`src/rtl/aio_pkg.sv`:
```
package aio_pkg;

    localparam int ADDR_W     = 16;
    localparam int DATA_W     = 8;
    localparam int NUM_TMR    = 3;
    localparam int NUM_PORT   = 4;
    localparam int ROM_BYTES  = 64;
    localparam int ROM_AW     = $clog2(ROM_BYTES);
    localparam int CNT_W      = 4;
    localparam int STAGE_W    = 8;

    localparam logic [ADDR_W-5:0] IO_PAGE = 12'h00F;

    // control register bit positions (software-visible layout)
    localparam int CTRL_ROM_BIT = 7;
    localparam int CTRL_C23_BIT = 5;
    localparam int CTRL_C01_BIT = 4;

    localparam logic [3:0] TGT_OFS = 4'hA;
    localparam logic [3:0] CNT_OFS = 4'hD;

    typedef enum logic [3:0] {
        IO_TEST  = 4'h0,
        IO_CTRL  = 4'h1,
        IO_DIDX  = 4'h2,
        IO_DDAT  = 4'h3,
        IO_PORT0 = 4'h4,
        IO_PORT1 = 4'h5,
        IO_PORT2 = 4'h6,
        IO_PORT3 = 4'h7,
        IO_SPR0  = 4'h8,
        IO_SPR1  = 4'h9,
        IO_TGT0  = 4'hA,
        IO_TGT1  = 4'hB,
        IO_TGT2  = 4'hC,
        IO_CNT0  = 4'hD,
        IO_CNT1  = 4'hE,
        IO_CNT2  = 4'hF
    } io_reg_e;

    typedef struct packed {
        logic               rom_en;
        logic [NUM_TMR-1:0] run;
    } ctrl_t;

    typedef struct packed {
        logic    io;
        logic    rom;
        io_reg_e sel;
    } dec_t;

    function automatic int unsigned tmr_div(input int idx);
        return (idx == NUM_TMR - 1) ? 32 : 256;
    endfunction

    function automatic logic [DATA_W-1:0] boot_byte(input logic [ROM_AW-1:0] i);
        logic [DATA_W-1:0] p;
        p = DATA_W'(i) * 8'd29;
        return p ^ 8'hA5;
    endfunction

endpackage

```
`src/rtl/aio_timer.sv`:
```
module aio_timer
    import aio_pkg::*;
#(
    parameter int unsigned DIV = 256
) (
    input  logic               clk,
    input  logic               rst,
    input  logic               run_i,
    input  logic               start_i,
    input  logic               tgt_we_i,
    input  logic [STAGE_W-1:0] tgt_i,
    input  logic               clr_i,
    output logic [CNT_W-1:0]   count_o
);

    localparam int PW = $clog2(DIV);

    logic [PW-1:0]      presc_q;
    logic [STAGE_W-1:0] stage_q;
    logic [STAGE_W-1:0] tgt_q;
    logic [CNT_W-1:0]   count_q;
    logic               tick;
    logic               wrap;

    assign tick = run_i && (presc_q == PW'(DIV - 1));
    assign wrap = tick && (stage_q == tgt_q - 8'd1);

    always_ff @(posedge clk) begin
        if (rst) begin
            presc_q <= '0;
            stage_q <= '0;
            tgt_q   <= '0;
            count_q <= '0;
        end else begin
            if (tgt_we_i) tgt_q <= tgt_i;
            if (start_i) begin
                presc_q <= '0;
                stage_q <= '0;
                count_q <= '0;
            end else begin
                if (run_i) presc_q <= presc_q + PW'(1);
                if (tick)  stage_q <= wrap ? '0 : stage_q + 8'd1;
                count_q <= (clr_i ? '0 : count_q) + CNT_W'(wrap);
            end
        end
    end

    assign count_o = count_q;

    a_r9_start_zero: assert property (@(posedge clk) disable iff (rst)
        start_i |=> (stage_q == '0 && count_q == '0));

    a_r11_freeze: assert property (@(posedge clk) disable iff (rst)
        (!run_i && !start_i && !clr_i) |=> ($stable(count_q) && $stable(stage_q) && $stable(presc_q)));

    a_r10_single_step: assert property (@(posedge clk) disable iff (rst)
        (!start_i && !clr_i) |=> (count_q == $past(count_q) || count_q == $past(count_q) + 4'd1));

    a_r10_read_clears: assert property (@(posedge clk) disable iff (rst)
        (clr_i && !start_i) |=> (count_q <= 4'd1));

endmodule

```
`src/rtl/aio_ctrl.sv`:
```
module aio_ctrl
    import aio_pkg::*;
(
    input  logic                           clk,
    input  logic                           rst,
    input  logic                           wr_i,
    input  dec_t                           dec_i,
    input  logic [DATA_W-1:0]              wdata_i,
    output ctrl_t                          ctrl_o,
    output logic [DATA_W-1:0]              didx_o,
    output logic [NUM_PORT-1:0][DATA_W-1:0] port_o,
    output logic [NUM_TMR-1:0]             start_o
);

    ctrl_t                           ctrl_q;
    logic [DATA_W-1:0]               didx_q;
    logic [NUM_PORT-1:0][DATA_W-1:0] port_q;
    logic                            wr_ctrl;
    logic                            wr_didx;
    logic                            wr_port;

    assign wr_ctrl = wr_i && dec_i.io && (dec_i.sel == IO_CTRL);
    assign wr_didx = wr_i && dec_i.io && (dec_i.sel == IO_DIDX);
    assign wr_port = wr_i && dec_i.io && (dec_i.sel inside {IO_PORT0, IO_PORT1, IO_PORT2, IO_PORT3});

    assign start_o = {NUM_TMR{wr_ctrl}} & wdata_i[NUM_TMR-1:0] & ~ctrl_q.run;

    always_ff @(posedge clk) begin
        if (rst) begin
            ctrl_q.rom_en <= 1'b1;
            ctrl_q.run    <= '0;
            didx_q        <= '0;
            port_q        <= '0;
        end else begin
            if (wr_ctrl) begin
                ctrl_q.rom_en <= wdata_i[CTRL_ROM_BIT];
                ctrl_q.run    <= wdata_i[NUM_TMR-1:0];
                if (wdata_i[CTRL_C01_BIT]) begin
                    port_q[0] <= '0;
                    port_q[1] <= '0;
                end
                if (wdata_i[CTRL_C23_BIT]) begin
                    port_q[2] <= '0;
                    port_q[3] <= '0;
                end
            end
            if (wr_didx) didx_q <= wdata_i;
            if (wr_port) port_q[dec_i.sel[1:0]] <= wdata_i;
        end
    end

    assign ctrl_o = ctrl_q;
    assign didx_o = didx_q;
    assign port_o = port_q;

    a_r1_reset_state: assert property (@(posedge clk)
        rst |=> (ctrl_q.rom_en && didx_q == '0 && ctrl_q.run == '0));

    a_r7_clear_low: assert property (@(posedge clk) disable iff (rst)
        (wr_ctrl && wdata_i[CTRL_C01_BIT]) |=> (port_q[0] == '0 && port_q[1] == '0));

    a_r7_clear_high: assert property (@(posedge clk) disable iff (rst)
        (wr_ctrl && wdata_i[CTRL_C23_BIT]) |=> (port_q[2] == '0 && port_q[3] == '0));

endmodule

```
`src/rtl/aio_decoder.sv`:
```
module aio_decoder
    import aio_pkg::*;
(
    input  logic              clk,
    input  logic              rst,
    input  logic [ADDR_W-1:0] cpu_addr,
    input  logic [DATA_W-1:0] cpu_wdata,
    input  logic              cpu_rd,
    input  logic              cpu_wr,
    output logic [DATA_W-1:0] cpu_rdata,
    output logic [ADDR_W-1:0] ram_addr,
    output logic [DATA_W-1:0] ram_wdata,
    output logic              ram_we,
    input  logic [DATA_W-1:0] ram_rdata,
    output logic [DATA_W-1:0] dsp_idx,
    output logic [DATA_W-1:0] dsp_wdata,
    output logic              dsp_we,
    input  logic [DATA_W-1:0] dsp_rdata
);

    dec_t                            dec;
    ctrl_t                           ctrl;
    logic [DATA_W-1:0]               didx;
    logic [NUM_PORT-1:0][DATA_W-1:0] port;
    logic [NUM_TMR-1:0]              start;
    logic [NUM_TMR-1:0][CNT_W-1:0]   cnt;
    logic                            io_ram_pass;

    assign dec.io  = (cpu_addr[ADDR_W-1:4] == IO_PAGE);
    assign dec.rom = ctrl.rom_en && (&cpu_addr[ADDR_W-1:ROM_AW]);
    assign dec.sel = io_reg_e'(cpu_addr[3:0]);

    assign io_ram_pass = dec.sel inside {IO_PORT0, IO_PORT1, IO_PORT2, IO_PORT3, IO_SPR0, IO_SPR1};

    assign ram_addr  = cpu_addr;
    assign ram_wdata = cpu_wdata;
    assign ram_we    = cpu_wr && (!dec.io || io_ram_pass);

    assign dsp_idx   = didx;
    assign dsp_wdata = cpu_wdata;
    assign dsp_we    = cpu_wr && dec.io && (dec.sel == IO_DDAT);

    aio_ctrl u_ctrl (
        .clk     (clk),
        .rst     (rst),
        .wr_i    (cpu_wr),
        .dec_i   (dec),
        .wdata_i (cpu_wdata),
        .ctrl_o  (ctrl),
        .didx_o  (didx),
        .port_o  (port),
        .start_o (start)
    );

    for (genvar g = 0; g < NUM_TMR; g++) begin : g_tmr
        logic tgt_we;
        logic clr;
        assign tgt_we = cpu_wr && dec.io && (cpu_addr[3:0] == TGT_OFS + 4'(g));
        assign clr    = cpu_rd && dec.io && (cpu_addr[3:0] == CNT_OFS + 4'(g));
        aio_timer #(.DIV(tmr_div(g))) u_tmr (
            .clk      (clk),
            .rst      (rst),
            .run_i    (ctrl.run[g]),
            .start_i  (start[g]),
            .tgt_we_i (tgt_we),
            .tgt_i    (cpu_wdata),
            .clr_i    (clr),
            .count_o  (cnt[g])
        );
    end

    always_comb begin
        cpu_rdata = ram_rdata;
        if (dec.io) begin
            case (dec.sel)
                IO_TEST, IO_CTRL,
                IO_TGT0, IO_TGT1, IO_TGT2:      cpu_rdata = '0;
                IO_DIDX:                        cpu_rdata = didx;
                IO_DDAT:                        cpu_rdata = dsp_rdata;
                IO_PORT0, IO_PORT1,
                IO_PORT2, IO_PORT3:             cpu_rdata = port[dec.sel[1:0]];
                IO_SPR0, IO_SPR1:               cpu_rdata = ram_rdata;
                IO_CNT0:                        cpu_rdata = {4'b0, cnt[0]};
                IO_CNT1:                        cpu_rdata = {4'b0, cnt[1]};
                IO_CNT2:                        cpu_rdata = {4'b0, cnt[2]};
                default:                        cpu_rdata = '0;
            endcase
        end else if (dec.rom) begin
            cpu_rdata = boot_byte(cpu_addr[ROM_AW-1:0]);
        end
    end

    a_r4_io_no_ram: assert property (@(posedge clk) disable iff (rst)
        (cpu_wr && dec.io && !(cpu_addr[3:0] inside {[4'h4:4'h9]})) |-> !ram_we);

    a_r5_dsp_exclusive: assert property (@(posedge clk) disable iff (rst)
        dsp_we |-> (!ram_we && $countones(start) == 0));

endmodule

```
`config.mk`:
```
export PLATFORM = sky130hd
export DESIGN_NAME = aio_decoder
export DESIGN_NICKNAME = d
export VERILOG_FILES = /design/src/rtl/aio_pkg.sv /design/src/rtl/aio_timer.sv /design/src/rtl/aio_ctrl.sv /design/src/rtl/aio_decoder.sv
export SDC_FILE = /design/constraint.sdc
export NUM_CORES = 1
export LEC_CHECK = 0
export ABC_AREA = 0
export BUFFER_PORTS_ARGS = -buffer_cell sky130_fd_sc_hd__buf_2
export CORE_ASPECT_RATIO = 0.5
export CORE_UTILIZATION = 33
export CTS_CLUSTER_SIZE = 25
export DETAILED_ROUTE_END_ITERATION = 7
export GPL_ROUTABILITY_DRIVEN = 0
export PLACE_DENSITY = 0.49
export SETUP_SLACK_MARGIN = 0.1
export SYNTH_ARGS = -nofsm -noshare
export SYNTH_HDL_FRONTEND = slang
export SYNTH_SLANG_ARGS = --single-unit
```
`constraint.sdc`:
```
create_clock -name clk -period 8.3 [get_ports clk]
set_input_delay 1.66 -clock clk [delete_from_list [all_inputs] [get_ports clk]]
set_output_delay 1.66 -clock clk [all_outputs]
set_load 0.02 [all_outputs]
```
* Yosys cells after proc, flatten, opt, wreduce, memory -nomap -nowiden
Index checks and enable logic that the tools add are counted.
W data, S select, Z words.
** Cells by class
- $add $sub $neg :: 12
- Mux-type cells :: 19
- Reduce and logical (&&, ||, !) cells :: 33
- Equal/unequal tests :: 22
- $lt $le $gt $ge :: 2
- Bitwise gates (word level) :: 4
- $mul :: 1
** Operator list (number)
- $mux W32 :: 3
- $pmux W8 S8 :: 1
- $mux W8 :: 7
- $add A8 B1 Y8 const B :: 5
- $bwmux W32 :: 1
- $eq A4 B4 Y1 const B :: 8
- $mux W16 :: 2
- $eq A8 B8 Y1 :: 3
- $sub A8 B1 Y8 const B :: 3
- $logic_and A1 B1 Y1 :: 21
- $bmux W8 S2 :: 1
- $demux W8 S2 :: 1
- $eq A4 B3 Y1 const B :: 4
- $eq A8 B8 Y1 const B :: 2
- $add A4 B1 Y4 :: 3
- $eq A12 B4 Y1 const B :: 1
- $mux W4 :: 3
- $reduce_and A10 Y1 :: 1
- $eq A4 B2 Y1 const B :: 2
- $mul A6 B5 Y8 const B :: 1
- $reduce_or A2 Y1 :: 4
- $and A3 B3 Y3 :: 2
- $reduce_bool A6 Y1 :: 1
- $add A5 B1 Y5 const B :: 1
- 12 further kinds :: 12
** Storage, ports and cells
- Output and inout bits :: 50
- Register bits :: 125

* Depth between registers and ports, before layout
- Word-level depth :: 7
- Mapped depth :: 13
- Depth with buffers taken out :: 11

* Cells and area by module
From an unflattened synthesis, not the netlist that was laid out.
** Second synthesis, totals
- Cells, all modules :: 857
- Area, all modules :: 7739.9 µm²
** Modules (own cells, without submodules)
- aio_timer (g_tmr[0].u_tmr ...) :: area each 1466.4 µm², sequential area each 560.5 µm², cells an instance 160, instances 2
- aio_ctrl :: area each 1981.9 µm², sequential area each 880.8 µm², cells an instance 217, instances 1
- aio_decoder :: area each 1545.2 µm², sequential area each 0.0 µm², cells an instance 181, instances 1
- aio_timer (g_tmr[2].u_tmr) :: area each 1280.0 µm², sequential area each 500.5 µm², cells an instance 139, instances 1

* Least setup slack after synthesis
No wires, ideal clock.
- Kind :: input-to-output
- Start point :: input port cpu_addr[1]
- End point :: output port cpu_rdata[7]
- Stages :: 11
- Required time :: 6.640 ns
- Data arrival time :: 4.615 ns
- Buffers on the path :: 1
- Slack :: 2.025 ns
- Cell sequence :: clkbuf_1 > inv_1 > fa_1 > inv_1 > ha_1 > fa_1 > ha_1 > a21o_1 > a21oi_1 > xnor2_1 > a221o_1
** On the way
- Word-level cells in the longest chain between the ends :: 4
- Elaborated cells between the ends (all ways) :: 26
- Classes of those cells :: mul (1); eq/ne (15); mux (5); bitwise (1); reduce/logical (4)
** Ends and longest elaborated chain
- start, declared :: RTL line aio_decoder.sv:6 : input logic [ADDR_W-1:0] cpu_addr,
- $mul A6 B5 Y8 (tied with other cells) :: RTL line aio_pkg.sv:58 : p = DATA_W'(i) * 8'd29;
- $not A4 Y4 (no source line) (tied with other cells)
- $mux W8 / $pmux W8 S8 (equally long branches) :: RTL line aio_decoder.sv:88, aio_decoder.sv:75
- $mux W8 (*) :: RTL line aio_decoder.sv:74 : if (dec.io) begin
- end, declared :: RTL line aio_decoder.sv:10 : output logic [DATA_W-1:0] cpu_rdata,
Mark *: on every way between the ends. The rest lies on a longest branch, timed or not. The select of a mux whose other input is x is not followed.

* Final worst setup path
Ends and elaborated chain as after synthesis.

==> run_summary.xml <==
<?xml version="1.0" encoding="UTF-8"?>
<metrics>
  <group name="floorplanning">
    <metric name="dieWidth" unit="um">213.0</metric>
    <metric name="rows" unit="">38</metric>
    <metric name="io_pins" unit="">94</metric>
    <metric name="initial_core_utilization" unit="%">33.82</metric>
    <metric name="design.core.area" unit="um2">21730</metric>
    <metric name="die_y" unit="um">107.5</metric>
    <metric name="floorplan.die_area" unit="um2">22900</metric>
  </group>
  <group name="clocking">
    <metric name="clkSinkCount" unit="">125</metric>
    <metric name="clkLatencyLatePin" unit="ns">0.41</metric>
    <metric name="cts_resized" unit="">0</metric>
    <metric name="cts_setup_buffers" unit="">0</metric>
    <metric name="cts_max_level" unit="">4</metric>
    <metric name="cts_buffer_depth" unit="">2</metric>
    <metric name="postCtsHoldBufs" unit="">0</metric>
    <metric name="cts_inserted_buffers" unit="">17</metric>
    <metric name="tritoncts" unit="">yes</metric>
    <metric name="clock-root-buffer" unit="">sky130_fd_sc_hd__clkbuf_16</metric>
    <metric name="clk_pin_slew_worst_paths" unit="ns">0.06</metric>
  </group>
  <group name="outcome">
    <metric name="result_of_the_run" unit="">finished, final reports clean</metric>
  </group>
  <group name="setup_path">
    <metric name="criticalPathCategory" unit="">primary input to output pin</metric>
    <metric name="worst_ep_arrival_time" unit="ns">4.78</metric>
    <metric name="timing.critical_path.cells" unit="">buf_2, inv_1, fa_1, inv_1, ha_1, fa_1, ha_1, a21o_1, a21oi_1, xnor2_1, a221o_1, buf_2</metric>
    <metric name="critPathTopFamily" unit="">adder cells</metric>
    <metric name="crit_path_top_delay_cell" unit="">sky130_fd_sc_hd__fa_1</metric>
    <metric name="crit_fanout" unit="">14</metric>
    <metric name="timing.critical_path.buf_inv" unit="">4</metric>
    <metric name="cpPeakStageDelay" unit="ns">0.55</metric>
    <metric name="crit_path_start_kind" unit="">primary input</metric>
    <metric name="cp.required" unit="ns">6.64</metric>
    <metric name="critical_path.endpoint_type" unit="">output pin</metric>
  </group>
  <group name="detailed_routing">
    <metric name="drtPass1Iterations" unit="">6</metric>
    <metric name="detailroute.via_count" unit="">5889</metric>
    <metric name="detailedRoute.firstIterationViolations" unit="">433</metric>
    <metric name="ant_nets" unit="">0</metric>
    <metric name="via_per_inst" unit="">5.012</metric>
    <metric name="drt-wirelength-per-cell" unit="um">16.16</metric>
    <metric name="drt_drc_violations_left" unit="">0</metric>
    <metric name="route.final.wire_length" unit="mm">18.99</metric>
  </group>
  <group name="global_routing">
    <metric name="grt-ovfl-total" unit="">0</metric>
    <metric name="antenna_found_initial" unit="">0</metric>
    <metric name="grt_pass1_vias" unit="">5382</metric>
    <metric name="grt_util_all_layers" unit="%">17.10</metric>
    <metric name="wire_length_of_the_first_global_routing_pass" unit="mm">29.82</metric>
    <metric name="grt_max_degree" unit="">73</metric>
  </group>
  <group name="synthesis">
    <metric name="syn-num-nets" unit="">911</metric>
    <metric name="ys_warn_count" unit="">0</metric>
    <metric name="synth_edf_count" unit="">0</metric>
    <metric name="syn-cell-area" unit="um2">7348</metric>
    <metric name="synth.largest_area_cell" unit="">sky130_fd_sc_hd__dfxtp_1</metric>
    <metric name="synth_seq_area_share" unit="%">34.05</metric>
    <metric name="yosys_most_used_dff" unit="">sky130_fd_sc_hd__dfxtp_1</metric>
    <metric name="share_of_async_settable_or_async_resettable_flops_after_synthesis" unit="%">0</metric>
    <metric name="yosys_register_bits" unit="">125</metric>
    <metric name="ys_top_cells_by_area" unit="">sky130_fd_sc_hd__dfxtp_1, sky130_fd_sc_hd__ha_1, sky130_fd_sc_hd__mux2i_1</metric>
    <metric name="synth_cells" unit="">827</metric>
    <metric name="yosys.cell_types.count" unit="">66</metric>
    <metric name="synth_top_area_share" unit="%">34.05</metric>
    <metric name="synth.avg_cell_area" unit="um2">8.885</metric>
  </group>
  <group name="power">
    <metric name="part_of_the_total_power_dissipated_in_the_clock_network" unit="%">51.5</metric>
    <metric name="power.switching" unit="mW">0.3734</metric>
    <metric name="peakVddDrop" unit="V">0.0001190</metric>
    <metric name="internal_power" unit="mW">1.149</metric>
    <metric name="cellLeakagePower" unit="nW">3.415</metric>
    <metric name="power.combinational.fraction" unit="%">9.0</metric>
    <metric name="netSwitchingFraction" unit="%">24.54</metric>
    <metric name="power_per_unit_of_standard_cell_area" unit="nW/um2">182.2</metric>
    <metric name="power.share.sequential" unit="%">39.4</metric>
  </group>
  <group name="place">
    <metric name="place.port_buffers" unit="">93</metric>
    <metric name="hpwlAfterDp" unit="mm">13.83</metric>
  </group>
  <group name="timing">
    <metric name="max-slew-margin-rel" unit="%">44.03</metric>
    <metric name="worst_slew_pin_slew" unit="ns">0.8373</metric>
    <metric name="tns" unit="ns">0</metric>
    <metric name="final.min_clock_period" unit="ns">6.437</metric>
    <metric name="finalHoldViolCount" unit="">0</metric>
    <metric name="final_min_period_over_clock_period" unit="%">77.55</metric>
    <metric name="setup-violations-final" unit="">0</metric>
    <metric name="achievable-frequency" unit="MHz">155.4</metric>
    <metric name="layout_skew" unit="ns">0.006170</metric>
    <metric name="unrepaired_setup_endpoints_after_global_routing" unit="">false</metric>
    <metric name="timing.final.max_slew_violations" unit="">0</metric>
  </group>
  <group name="hold_path">
    <metric name="hold_path_class" unit="">flip-flop to flip-flop</metric>
  </group>
  <group name="finish">
    <metric name="area_growth" unit="%">13.67</metric>
    <metric name="most-common-layout-cells" unit="">sky130_fd_sc_hd__dfxtp_1, sky130_fd_sc_hd__nor2_1, sky130_fd_sc_hd__buf_2, sky130_fd_sc_hd__nand2_1, sky130_fd_sc_hd__xor2_1</metric>
    <metric name="final_util" unit="%">38.44</metric>
    <metric name="layout.nets" unit="">946</metric>
    <metric name="mostFrequentLayoutCell" unit="">sky130_fd_sc_hd__dfxtp_1</metric>
    <metric name="drive_gt1_share" unit="%">18.17</metric>
    <metric name="antenna-diode-count" unit="">0</metric>
  </group>
  <group name="run">
    <metric name="cap_viol_max_count" unit="">0</metric>
  </group>
</metrics>
area by class of cell:
type | instances | area, um2
clock buffer | 20 | 466.7
clock inverter | 12 | 160.2
fill | 2180 | 13380
inverter | 33 | 123.9
multi-input combinational | 589 | 4237
sequential | 125 | 2502
tap | 300 | 375.4
timing repair buffer | 96 | 488.0
final timing paths:
kind | start | to | slack [ns] | cells after the start
min | u_ctrl.port_o[31] | u_ctrl.port_o[31] | 0.48 | 2
min reg2reg | u_ctrl.port_o[31] | u_ctrl.port_o[31] | 0.48 | 2
max reg2reg | g_tmr[2].u_tmr.presc_q[0] | g_tmr[2].u_tmr.count_o[2] | 5.24 | 11
max | cpu_addr[1] | cpu_rdata[7] | 1.86 | 12
flip-flops by register name, indices dropped and copies added, names as in the netlist, named ones only:
name	cells
g_tmr.u_tmr.tgt_q	24
g_tmr.u_tmr.stage_q	24
g_tmr.u_tmr.count_o	12
u_ctrl.port_o	31
u_ctrl.ctrl_o	4
u_ctrl.didx_o	8
g_tmr.u_tmr.presc_q	21
Yosys cell counts, types with 7 or more instances:
master / count
sky130_fd_sc_hd__nand2_1: 54
sky130_fd_sc_hd__nand3_1: 41
sky130_fd_sc_hd__xnor2_1: 26
sky130_fd_sc_hd__nor2_1: 111
sky130_fd_sc_hd__xor2_1: 48
sky130_fd_sc_hd__a21oi_1: 34
sky130_fd_sc_hd__mux2i_1: 42
sky130_fd_sc_hd__nand4_1: 24
sky130_fd_sc_hd__and4_1: 8
sky130_fd_sc_hd__dfxtp_1: 125
sky130_fd_sc_hd__nor3_1: 10
sky130_fd_sc_hd__inv_1: 33
sky130_fd_sc_hd__buf_4: 39
sky130_fd_sc_hd__a22o_1: 8
sky130_fd_sc_hd__o21ai_0: 7
sky130_fd_sc_hd__a22oi_1: 20
sky130_fd_sc_hd__and3_1: 9
sky130_fd_sc_hd__ha_1: 35
sky130_fd_sc_hd__clkbuf_1: 23
sky130_fd_sc_hd__nor2b_1: 11
sky130_fd_sc_hd__buf_2: 13
sky130_fd_sc_hd__nand2b_1: 7
sky130_fd_sc_hd__mux4_2: 8
metal layers:
layer | vias up | track usage [%] | wire (um)
met2 | 122 | 26.87 | 8710
met4 | 0 | 4.933 | 222
li1 | 2939 | - | -
met1 | 2811 | 23.45 | 9343
met5 | - | 0 | 0
met3 | 17 | 3.646 | 716
power groups by stage:
stage	Combinational, mW	Clock, mW	Sequential (mW)
floorplan	0.103	0	0.613
global placement	0.136	0	0.613
detailed placement	0.138	0	0.613
CTS	0.139	0.803	0.600
global route	0.151	0.833	0.600
finish	0.138	0.784	0.600
cells by family after synthesis:
kind of cell / Yosys count / synth area share (%)
buf+inv: 113 / 8.292
xor+xnor: 75 / 9.041
compound gates: 113 / 10.74
flops: 125 / 34.05
simple gates: 310 / 22.22
fa+ha+maj: 40 / 7.322
mux: 51 / 8.326
stage by stage:
step                worst slack (ns)  cells  total power [mW]  hold slack [ns]  area [um2]
floorplan                      2.025    827            0.7157           0.4350        7348
global placement               1.875   1143            0.7491           0.4568        7726
detailed placement             1.837   1143            0.7514           0.4674        7726
CTS                            1.829   1175             1.542           0.4761        8353
global route                   1.719   1175             1.584           0.4949        8353
finish                         1.863   1175             1.522           0.4752        8353
worst reg2reg max path: cells and delay by family, from the launching register on:
kind | cells | cell delay (ns)
DFF | 1 | 0.36
xor gates and xnor gates | 1 | 0.14
and+or+nand+nor | 4 | 1.07
adders and majority gates | 4 | 0.81
AOI/OAI and AO/OA | 2 | 0.55
Power figures use the tool's default switching activity.
